$ cat src/rtl/sdh_irq_pkg.sv
package sdh_irq_pkg;
    localparam int REG_W   = 16;
    localparam int NORM_W  = 9;
    localparam int SUM_BIT = 15;
    localparam int ADDR_W  = 3;

    typedef enum logic [ADDR_W-1:0] {
        SEL_NSTAT = 3'd0,
        SEL_ESTAT = 3'd1,
        SEL_NSEN  = 3'd2,
        SEL_ESEN  = 3'd3,
        SEL_NSIG  = 3'd4,
        SEL_ESIG  = 3'd5
    } reg_sel_e;

    typedef enum logic {
        IRQ_QUIET  = 1'b0,
        IRQ_RAISED = 1'b1
    } irq_state_e;
endpackage

$ cat src/rtl/sdh_stat_bank.sv
module sdh_stat_bank #(
    parameter int W = 9
) (
    input  logic         clk,
    input  logic         rst_n,
    input  logic [W-1:0] evt,
    input  logic         sen_wr,
    input  logic         sig_wr,
    input  logic         clr_wr,
    input  logic [W-1:0] wdata,
    output logic [W-1:0] stat,
    output logic [W-1:0] sen,
    output logic [W-1:0] sig,
    output logic         pend
);
    logic [W-1:0] hit;
    logic [W-1:0] clr;

    assign hit = evt & sen;
    assign clr = clr_wr ? wdata : '0;

    always_ff @(posedge clk or negedge rst_n) begin
        if (!rst_n) begin
            sen <= '0;
            sig <= '0;
        end else begin
            if (sen_wr) sen <= wdata;
            if (sig_wr) sig <= wdata;
        end
    end

    for (genvar i = 0; i < W; i++) begin : g_bit
        always_ff @(posedge clk or negedge rst_n) begin
            if (!rst_n)      stat[i] <= 1'b0;
            else if (hit[i]) stat[i] <= 1'b1;
            else if (clr[i]) stat[i] <= 1'b0;
        end
    end

    assign pend = |(stat & sig);

    a_r3_no_latch_when_masked: assert property (@(posedge clk) disable iff (!rst_n)
        1'b1 |=> ((stat & ~$past(stat) & ~$past(evt & sen)) == '0));
    a_r6_set_beats_clear: assert property (@(posedge clk) disable iff (!rst_n)
        ((evt & sen) != '0) |=> ((stat & $past(evt & sen)) == $past(evt & sen)));
    a_r5_clear_ones: assert property (@(posedge clk) disable iff (!rst_n)
        clr_wr |=> ((stat & $past(wdata & ~(evt & sen))) == '0));
endmodule

$ cat src/rtl/sdh_irq_fsm.sv
module sdh_irq_fsm
    import sdh_irq_pkg::*;
(
    input  logic clk,
    input  logic rst_n,
    input  logic pending,
    output logic irq
);
    irq_state_e state_q, state_d;

    always_ff @(posedge clk or negedge rst_n) begin
        if (!rst_n) state_q <= IRQ_QUIET;
        else        state_q <= state_d;
    end

    always_comb begin
        state_d = state_q;
        unique case (state_q)
            IRQ_QUIET:  if (pending)  state_d = IRQ_RAISED;
            IRQ_RAISED: if (!pending) state_d = IRQ_QUIET;
            default:                  state_d = IRQ_QUIET;
        endcase
    end

    always_comb begin
        irq = (state_q == IRQ_RAISED);
    end

    a_r9_irq_follows_pending: assert property (@(posedge clk) disable iff (!rst_n)
        1'b1 |=> (irq == $past(pending)));
endmodule

$ cat src/rtl/sdh_irq_status.sv
module sdh_irq_status
    import sdh_irq_pkg::*;
#(
    parameter int ERR_W = 8
) (
    input  logic                     clk,
    input  logic                     rst_n,
    input  logic [NORM_W-1:0]        norm_evt,
    input  logic [ERR_W-1:0]         err_evt,
    input  logic [ADDR_W-1:0]        reg_addr,
    input  logic                     reg_wr,
    input  logic [REG_W-1:0]         reg_wdata,
    output logic [REG_W-1:0]         reg_rdata,
    output logic                     irq
);
    localparam int PAD_W = SUM_BIT - NORM_W;

    logic [NORM_W-1:0] n_stat, n_sen, n_sig;
    logic [ERR_W-1:0]  e_stat, e_sen, e_sig;
    logic              n_pend, e_pend, err_any;

    sdh_stat_bank #(.W(NORM_W)) u_norm (
        .clk    (clk),
        .rst_n  (rst_n),
        .evt    (norm_evt),
        .sen_wr (reg_wr && reg_addr == SEL_NSEN),
        .sig_wr (reg_wr && reg_addr == SEL_NSIG),
        .clr_wr (reg_wr && reg_addr == SEL_NSTAT),
        .wdata  (reg_wdata[NORM_W-1:0]),
        .stat   (n_stat),
        .sen    (n_sen),
        .sig    (n_sig),
        .pend   (n_pend)
    );

    sdh_stat_bank #(.W(ERR_W)) u_err (
        .clk    (clk),
        .rst_n  (rst_n),
        .evt    (err_evt),
        .sen_wr (reg_wr && reg_addr == SEL_ESEN),
        .sig_wr (reg_wr && reg_addr == SEL_ESIG),
        .clr_wr (reg_wr && reg_addr == SEL_ESTAT),
        .wdata  (reg_wdata[ERR_W-1:0]),
        .stat   (e_stat),
        .sen    (e_sen),
        .sig    (e_sig),
        .pend   (e_pend)
    );

    assign err_any = |e_stat;

    sdh_irq_fsm u_fsm (
        .clk     (clk),
        .rst_n   (rst_n),
        .pending (n_pend | e_pend),
        .irq     (irq)
    );

    always_comb begin
        unique case (reg_addr)
            SEL_NSTAT: reg_rdata = {err_any, {PAD_W{1'b0}}, n_stat};
            SEL_ESTAT: reg_rdata = REG_W'(e_stat);
            SEL_NSEN:  reg_rdata = REG_W'(n_sen);
            SEL_ESEN:  reg_rdata = REG_W'(e_sen);
            SEL_NSIG:  reg_rdata = REG_W'(n_sig);
            SEL_ESIG:  reg_rdata = REG_W'(e_sig);
            default:   reg_rdata = '0;
        endcase
    end

    a_r10_masked_line_low: assert property (@(posedge clk) disable iff (!rst_n)
        ((e_sig == '0) && ((n_stat & n_sig) == '0)) |=> !irq);
    a_r10_mask_keeps_status: assert property (@(posedge clk) disable iff (!rst_n)
        (reg_wr && reg_addr == SEL_ESIG) |=> ((e_stat & $past(e_stat)) == $past(e_stat)
                                             || $past(reg_wr && reg_addr == SEL_ESTAT)));
    a_r8_summary_tracks: assert property (@(posedge clk) disable iff (!rst_n)
        $rose(err_any) |-> ($past(err_evt & e_sen) != '0));
endmodule

$ cat config.mk
export PLATFORM = sky130hd
export DESIGN_NAME = sdh_irq_status
export DESIGN_NICKNAME = d
export VERILOG_FILES = /design/src/rtl/sdh_irq_pkg.sv /design/src/rtl/sdh_stat_bank.sv /design/src/rtl/sdh_irq_fsm.sv /design/src/rtl/sdh_irq_status.sv
export SDC_FILE = /design/constraint.sdc
export NUM_CORES = 1
export LEC_CHECK = 0
export BUFFER_PORTS_ARGS = -buffer_cell sky130_fd_sc_hd__buf_2
export CORE_AREA = 2 2 72 74
export CTS_CLUSTER_DIAMETER = 200
export CTS_CLUSTER_SIZE = 24
export DETAILED_ROUTE_END_ITERATION = 16
export DIE_AREA = 0 0 74 76
export PLACE_DENSITY_LB_ADDON = 0.3
export SLEW_MARGIN = 20
export SYNTH_ARGS = -nofsm -noshare
export SYNTH_HDL_FRONTEND = slang
export SYNTH_HIERARCHICAL = 1
export SYNTH_SLANG_ARGS = --single-unit
export TNS_END_PERCENT = 5
$ cat constraint.sdc
create_clock -name clk -period 3.65 [get_ports clk]
set_clock_uncertainty 0.05 [all_clocks]
set_input_delay 0.365 -clock clk [delete_from_list [all_inputs] [get_ports clk]]
set_output_delay 0.365 -clock clk [all_outputs]
set_load 0.05 [all_outputs]
==> results.md, run 1 <==
* Pwr dens at around 510 mW/mm²
* Cts repair resizes at 0
* HPWL Detailed at between 4000 and 5000 µm
* Setup_tns at 0 ns
* Worst-margin pin slew at 0.942 ns
* Core area at ~0.0049 mm²
* N_diodes at 0
* Pre-antenna DRT Iters at 4
* Post-Synthesis Cells at about 210
* Via count of the first global-routing pass at ~1900
* Synth top cells by count: dfrtp_1, nand2_1, mux2_4, mux2_2, mux2i_1
* Die height at about 76 µm
* Root buf cell: clkbuf_8
* Most numerous cell in the Yosys netlist: dfrtp_1
* Antenna viol nets, final at 0
* CTS buffer count at 5
* Final hold vios at 0
* Area leader, netlist: dfrtp_1
* Total number of vias at between 1500 and 2000
* Yosys synthesis warning count at 6
* Largest fanout on the critical path at 31
* Share of the clock period used by the worst path at between 60% and 70%
* Worst-case vdd ir drop at roughly 0.27 mV
* Mean Syn Cell Area at about 13 µm²
* Largest net degree at the start of global routing at 32
* Die Area at 0.00562 mm²
* #FFs+latches synth at between 50 and 60
* Worst r2r path cells at 4
* Area delta synth->final at 11.9%
* Post-Layout Inst Area at slightly above 0.003 mm²
* PortBufs at between 40 and 50
* Mapped Area at 0.00271 mm²
* FP Rows at 26
* Share of synthesized registers carrying an async set or reset at between 90% and 100%
* Grt total ovfl at 0
* Post-DP Area at approximately 0.0029 mm²
* Status: completed
* Footprint of the multi-input gates at about 0.0013 mm²
* WP data arrival at between 1.5 and 2 ns
* DRT Wirelength at approximately 6300 µm
* Period minus WS final at 2.30 ns
* Layout cells sized above 1 at roughly two fifths
* CTS tree: built
* Hold depth at 2
* Req. time, crit path at about 3.2 ns
* Initial antenna violation count at 0
* Clk sink count at 52
* Unrepaired setup endpoints after global routing: no
* Hold Startpoint: err_evt[1]
* Reg-to-Reg Start: u_norm/stat[3]
* R2r setup slk at ~2.2 ns
* Seq/Total Area, Yosys at 48.0%
* H-tree Lvls at 2
* Hold worst-path end: u_err/stat[1]
* Endpoints failing setup at 0
* First-pass GRT wire length at just over 10000 µm
* I/O pin cnt at 56
* Initial DRC count at 133
* DR vias/cell at 5.83
* Max-Cap Viols at 0
* Longest Clk Path Bufs at 2
* Die Width at between 70 and 80 µm
* FF/Latch Area at about 0.0013 mm²
* Starting Density at a little under three fifths
* Crit Path Category: in -> out
* Number of synthesized flops with an enable pin at 0
* Post-synth cell types at 30
* CP Launch Point: reg_addr[0]
* All-Layer GR Usage at about a quarter
* Worst hold path type: in -> reg
* # fillers at between 400 and 500
* Max Fclk at 435 MHz
* Clk slew on worst S/H paths at roughly 0.090 ns
* Leak at 1.38 nW
* Placer Congestion at ~0.79
* Worst setup EP type: output port
* Yosys top cell area share at between 40% and 50%
* RR Endpoint: u_fsm/irq
* Ys flop type: dfrtp_1
* Final net count at around 290
* Final Max Slew Viols at 0
* Post-DR wirelength/cell at 19.4 µm
* Worst-Skew Late Latency at about 0.30 ns
* DRC Markers at 0
* Main area contributors after synthesis: dfrtp_1, mux2_4, mux2_2, mux2i_1, a22o_1
* Rel. slew slack at ~37%
* Startpoint Class: primary input
-- flip-flops by register name (all words and copies together), names as in the netlist --
signal and cells:
u_norm/sen 9, u_norm/sig 9, u_norm/stat 9, u_err/sen 8
u_err/sig 8, u_err/stat 8, u_fsm/irq 1
-- cell type report --
cell class	count	share of cell area (%)
clock inverter	2	1.15
timing repair buffer	49	8.74
multi-input combinational	147	42.0
tap	70	2.88
clock buffer	6	2.39
sequential	52	42.9
-- worst max-delay path, cell delays in order --
cell	delay, ns
buf_2	0.63
mux2i_1	0.17
o21a_1	0.20
o221ai_1	0.20
buf_2	0.30
-- what timing repair did --
| item | CTS | global route |
|---|---|---|
| hold buffers | 1 | 0 |
| hold endpoints to repair | 21 | 0 |
| setup buffers | 0 | 0 |
-- worst max-delay path by stage --
stage,to,slack [ns],cells past startpoint
CTS,reg_rdata[7],1.37,5
floorplan,reg_rdata[15],0.86,3
global route,reg_rdata[0],1.26,5
detailed placement,u_err/sig[5],1.24,5
global placement,u_err/sig[4],1.28,5
finish,reg_rdata[7],1.35,5
-- metrics by stage --
step | cells | power, W | hold WS (ns) | setup WS (ns) | util, %
global placement | 317 | 0.00116 | 0.307 | 1.28 | 59.4
finish | 326 | 0.00156 | 0.230 | 1.35 | 61.8
CTS | 326 | 0.00157 | 0.228 | 1.37 | 61.8
floorplan | 218 | 0.00107 | 0.0194 | 0.859 | -
global route | 326 | 0.00163 | 0.233 | 1.26 | 61.8
detailed placement | 317 | 0.00118 | 0.317 | 1.24 | 59.4
-- power breakdown --
group	switching (W)	internal, W	leakage [nW]
clock network	0.000186	0.000204	0.0552
registers	0.0000985	0.000683	0.577
logic	0.000200	0.000189	0.751
total	0.000485	0.00108	1.38
-- logic make-up after synthesis --
family          synth area share [%]
mux                             25.2
flops                           48.0
simple gates                    7.89
compound gates                  13.1
buf+inv                         5.72
other cells                    0.138
-- per-layer routing --
metal / global-route usage, % / part of all wire (%) / up-vias
met5: 0 / 0 / -
met4: 6.36 / 1.1 / 0
met3: 3.57 / 3.7 / 7
met2: 37.1 / 48 / 50
met1: 34.7 / 47 / 984
li1: - / - / 860
-- layout by cell type (no fill, tap or decap), drive strengths merged, types with 2 or more instances in the layout --
cell type  Yosys  layout
mux2          38      38
mux2i         18      18
buf           19      48
a22oi          5       5
nand3          4       4
a22o          18      18
nand3b         3       3
conb           1       6
a221oi         2       2
dfrtp         52      52
clkbuf         0       6
o221ai         7       7
nand2b         3       3
o21a           4       4
nand2         23      23
or2            2       2
nor4           2       2
nor2           5       5
nor3           2       2
No activity file was read; power rests on OpenSTA's default activity.
==> run 2: changes to the inputs <==
--- a/config.mk
+++ b/config.mk
@@ -6,11 +6,11 @@
 export NUM_CORES = 1
 export LEC_CHECK = 0
 export BUFFER_PORTS_ARGS = -buffer_cell sky130_fd_sc_hd__buf_2
-export CORE_AREA = 2 2 72 74
+export CORE_AREA = 2 2 74 76
 export CTS_CLUSTER_DIAMETER = 200
 export CTS_CLUSTER_SIZE = 24
 export DETAILED_ROUTE_END_ITERATION = 16
-export DIE_AREA = 0 0 74 76
+export DIE_AREA = 0 0 76 78
 export PLACE_DENSITY_LB_ADDON = 0.3
 export SLEW_MARGIN = 20
 export SYNTH_ARGS = -nofsm -noshare
==> constraint.sdc (replaced) <==
create_clock -name clk -period 2.4 [get_ports clk]
set_clock_uncertainty 0.05 [all_clocks]
set_input_delay 0.24 -clock clk [delete_from_list [all_inputs] [get_ports clk]]
set_output_delay 0.24 -clock clk [all_outputs]
set_load 0.05 [all_outputs]
==> results.md, run 2 (synthesis results as in run 1) <==
* Status: complete, but fails checks
* Failing checks: negative hold slack
* DR vias/cell at 5.72
* Most frequent cells in the layout: dfrtp_1, buf_2, nand2_1
* Cts repair resizes at 0
* Req. time, crit path at 2.11 ns
* Max Fclk at between 400 and 500 MHz
* Share of the clock period used by the worst path at between 80 and 90%
* CP max stage cell: buf_2
* Area delta synth->final at 13.7%
* Final hold vios at 46
* Longest Clk Path Bufs at 2
* I/O pin cnt at 56
* Rel. slew slack at 53.3%
* Commonest non-fill, non-tap cell in the layout: dfrtp_1
* Post-CTS setup buffers at 0
* Initial antenna violation count at 0
* Largest regs: u_norm/sen (9), u_norm/sig (9), u_norm/stat (9)
* Setup_tns at 0 ns
* Comb power frac at between 20 and 30%
* Hold_buf cts at 0
* Crit path cell chain: buf_2 -> buf_4 -> mux2_4 -> nand2_1 -> o221ai_1 -> buf_2
* Period minus WS final at around 2.1 ns
* Via count of the first global-routing pass at around 2000
* Grt total ovfl at 0
* DRC Markers at 0
* Total number of vias at approximately 1900
* Pwr dens at roughly 750 mW/mm²
* Final net count at 302
* First-pass GRT wire length at 10100 µm
* Antenna viol nets, final at 0
* Worst hold path type: in -> async
* Die height at ~78 µm
* Switching Fraction at about a third
* Worst-case vdd ir drop at about 0.53 mV
* FP Rows at 26
* # fillers at roughly 410
* Pre-antenna DRT Iters at 4
* WP data arrival at between 1.5 and 2 ns
* CP Buf/Inv Count at 3
* HPWL Detailed at between 4000 and 5000 µm
* Root buf cell: clkbuf_8
* H-tree Lvls at 2
* P_int at between 0.0015 and 0.002 W
* Worst setup EP type: output port
* Critical Path Most Common Cell: buf_2
* Placer Congestion at around 0.8
* DRT Wirelength at ~6200 µm
* All-Layer GR Usage at 22.0%
* Starting Density at roughly 54%
* Crit Path Category: in -> out
* Clock power frac at around 23%
* Worst-margin pin slew at ~0.7 ns
* N_diodes at 0
* Largest fanout on the critical path at 27
* Startpoint Class: primary input
* CTS buffer count at 5
* Worst path top cell family by delay: buffers and inverters
* Endpoints failing setup at 0
* Post-DR wirelength/cell at 18.4 µm
* Leak at between 1 and 1.5 nW
* R2r setup slk at ~0.94 ns
* CTS tree: built
* Final Max Slew Viols at 0
* Min Hold Slack at -0.0227 ns
* PortBufs at 42
* Clk slew on worst S/H paths at 0.10 ns
* Max-Cap Viols at 0
* Final Core Density at 61.2%
* Seq pwr share at around half
* Core area at roughly 0.0050 mm²
* Clk sink count at 52
* Unrepaired setup endpoints after global routing: no
* Layout cells sized above 1 at between 40% and 50%
* Pwr Total at 0.00231 W
* Critical Path Max Stage Delay at between 0.5 and 0.6 ns
* Largest net degree at the start of global routing at 53
* Initial DRC count at 154
* Switching power at 0.000749 W
* Die Width at 76 µm
* Die Area at 0.00593 mm²
* Worst-Skew Late Latency at slightly above 0.3 ns
## run 2: final cells by class
type                       count  area [µm²]  area share [%]
clock buffer                   7        86.3            2.80
clock inverter                 1        7.51           0.243
multi-input combinational    147        1280            41.5
sequential                    52        1300            42.2
tap                           70        87.6            2.84
timing repair buffer          57         323            10.5
## run 2: worst paths after layout
path / to / start / cells after the start
max in group asynchronous: u_err/sig[2] / rst_n / 2
hold / removal: u_norm/stat[4] / rst_n / 2
setup / recovery: reg_rdata[5] / reg_addr[0] / 6
setup reg to reg: u_fsm/irq / u_norm/stat[3] / 4
min in group clk: u_norm/stat[5] / norm_evt[5] / 2
hold reg to reg: u_norm/stat[3] / u_norm/sen[3] / 1
## run 2: through the flow
stage,instances,setup slack [ns],area (µm²)
after floorplan,218,0.549,2740
after global placement,326,0.315,2990
after detailed placement,326,0.258,2990
after CTS,334,0.294,3090
after global routing,334,0.234,3090
final,334,0.295,3090
## run 2: power groups by stage
stage               logic, W  clock network [W]  registers [W]
floorplan           0.000475                  0        0.00115
global placement    0.000580                  0        0.00120
detailed placement  0.000595                  0        0.00120
global route        0.000644           0.000561        0.00121
finish              0.000596           0.000531        0.00119
CTS                 0.000598           0.000538        0.00119
## run 2: worst reg2reg max path, cell delays in order, from the launching register on
cell and delay, ns:
dfrtp_1 0.42, a22o_1 0.26, a221oi_2 0.24, nand3_1 0.10, or2_2 0.28
## run 2: routing by layer
metal	track usage, %	vias to the layer above	wire length, µm
li1	-	878	-
met1	29.3	948	2760
met2	35.4	75	2860
met3	5.47	10	411
met4	7.64	0	121
met5	0	-	0
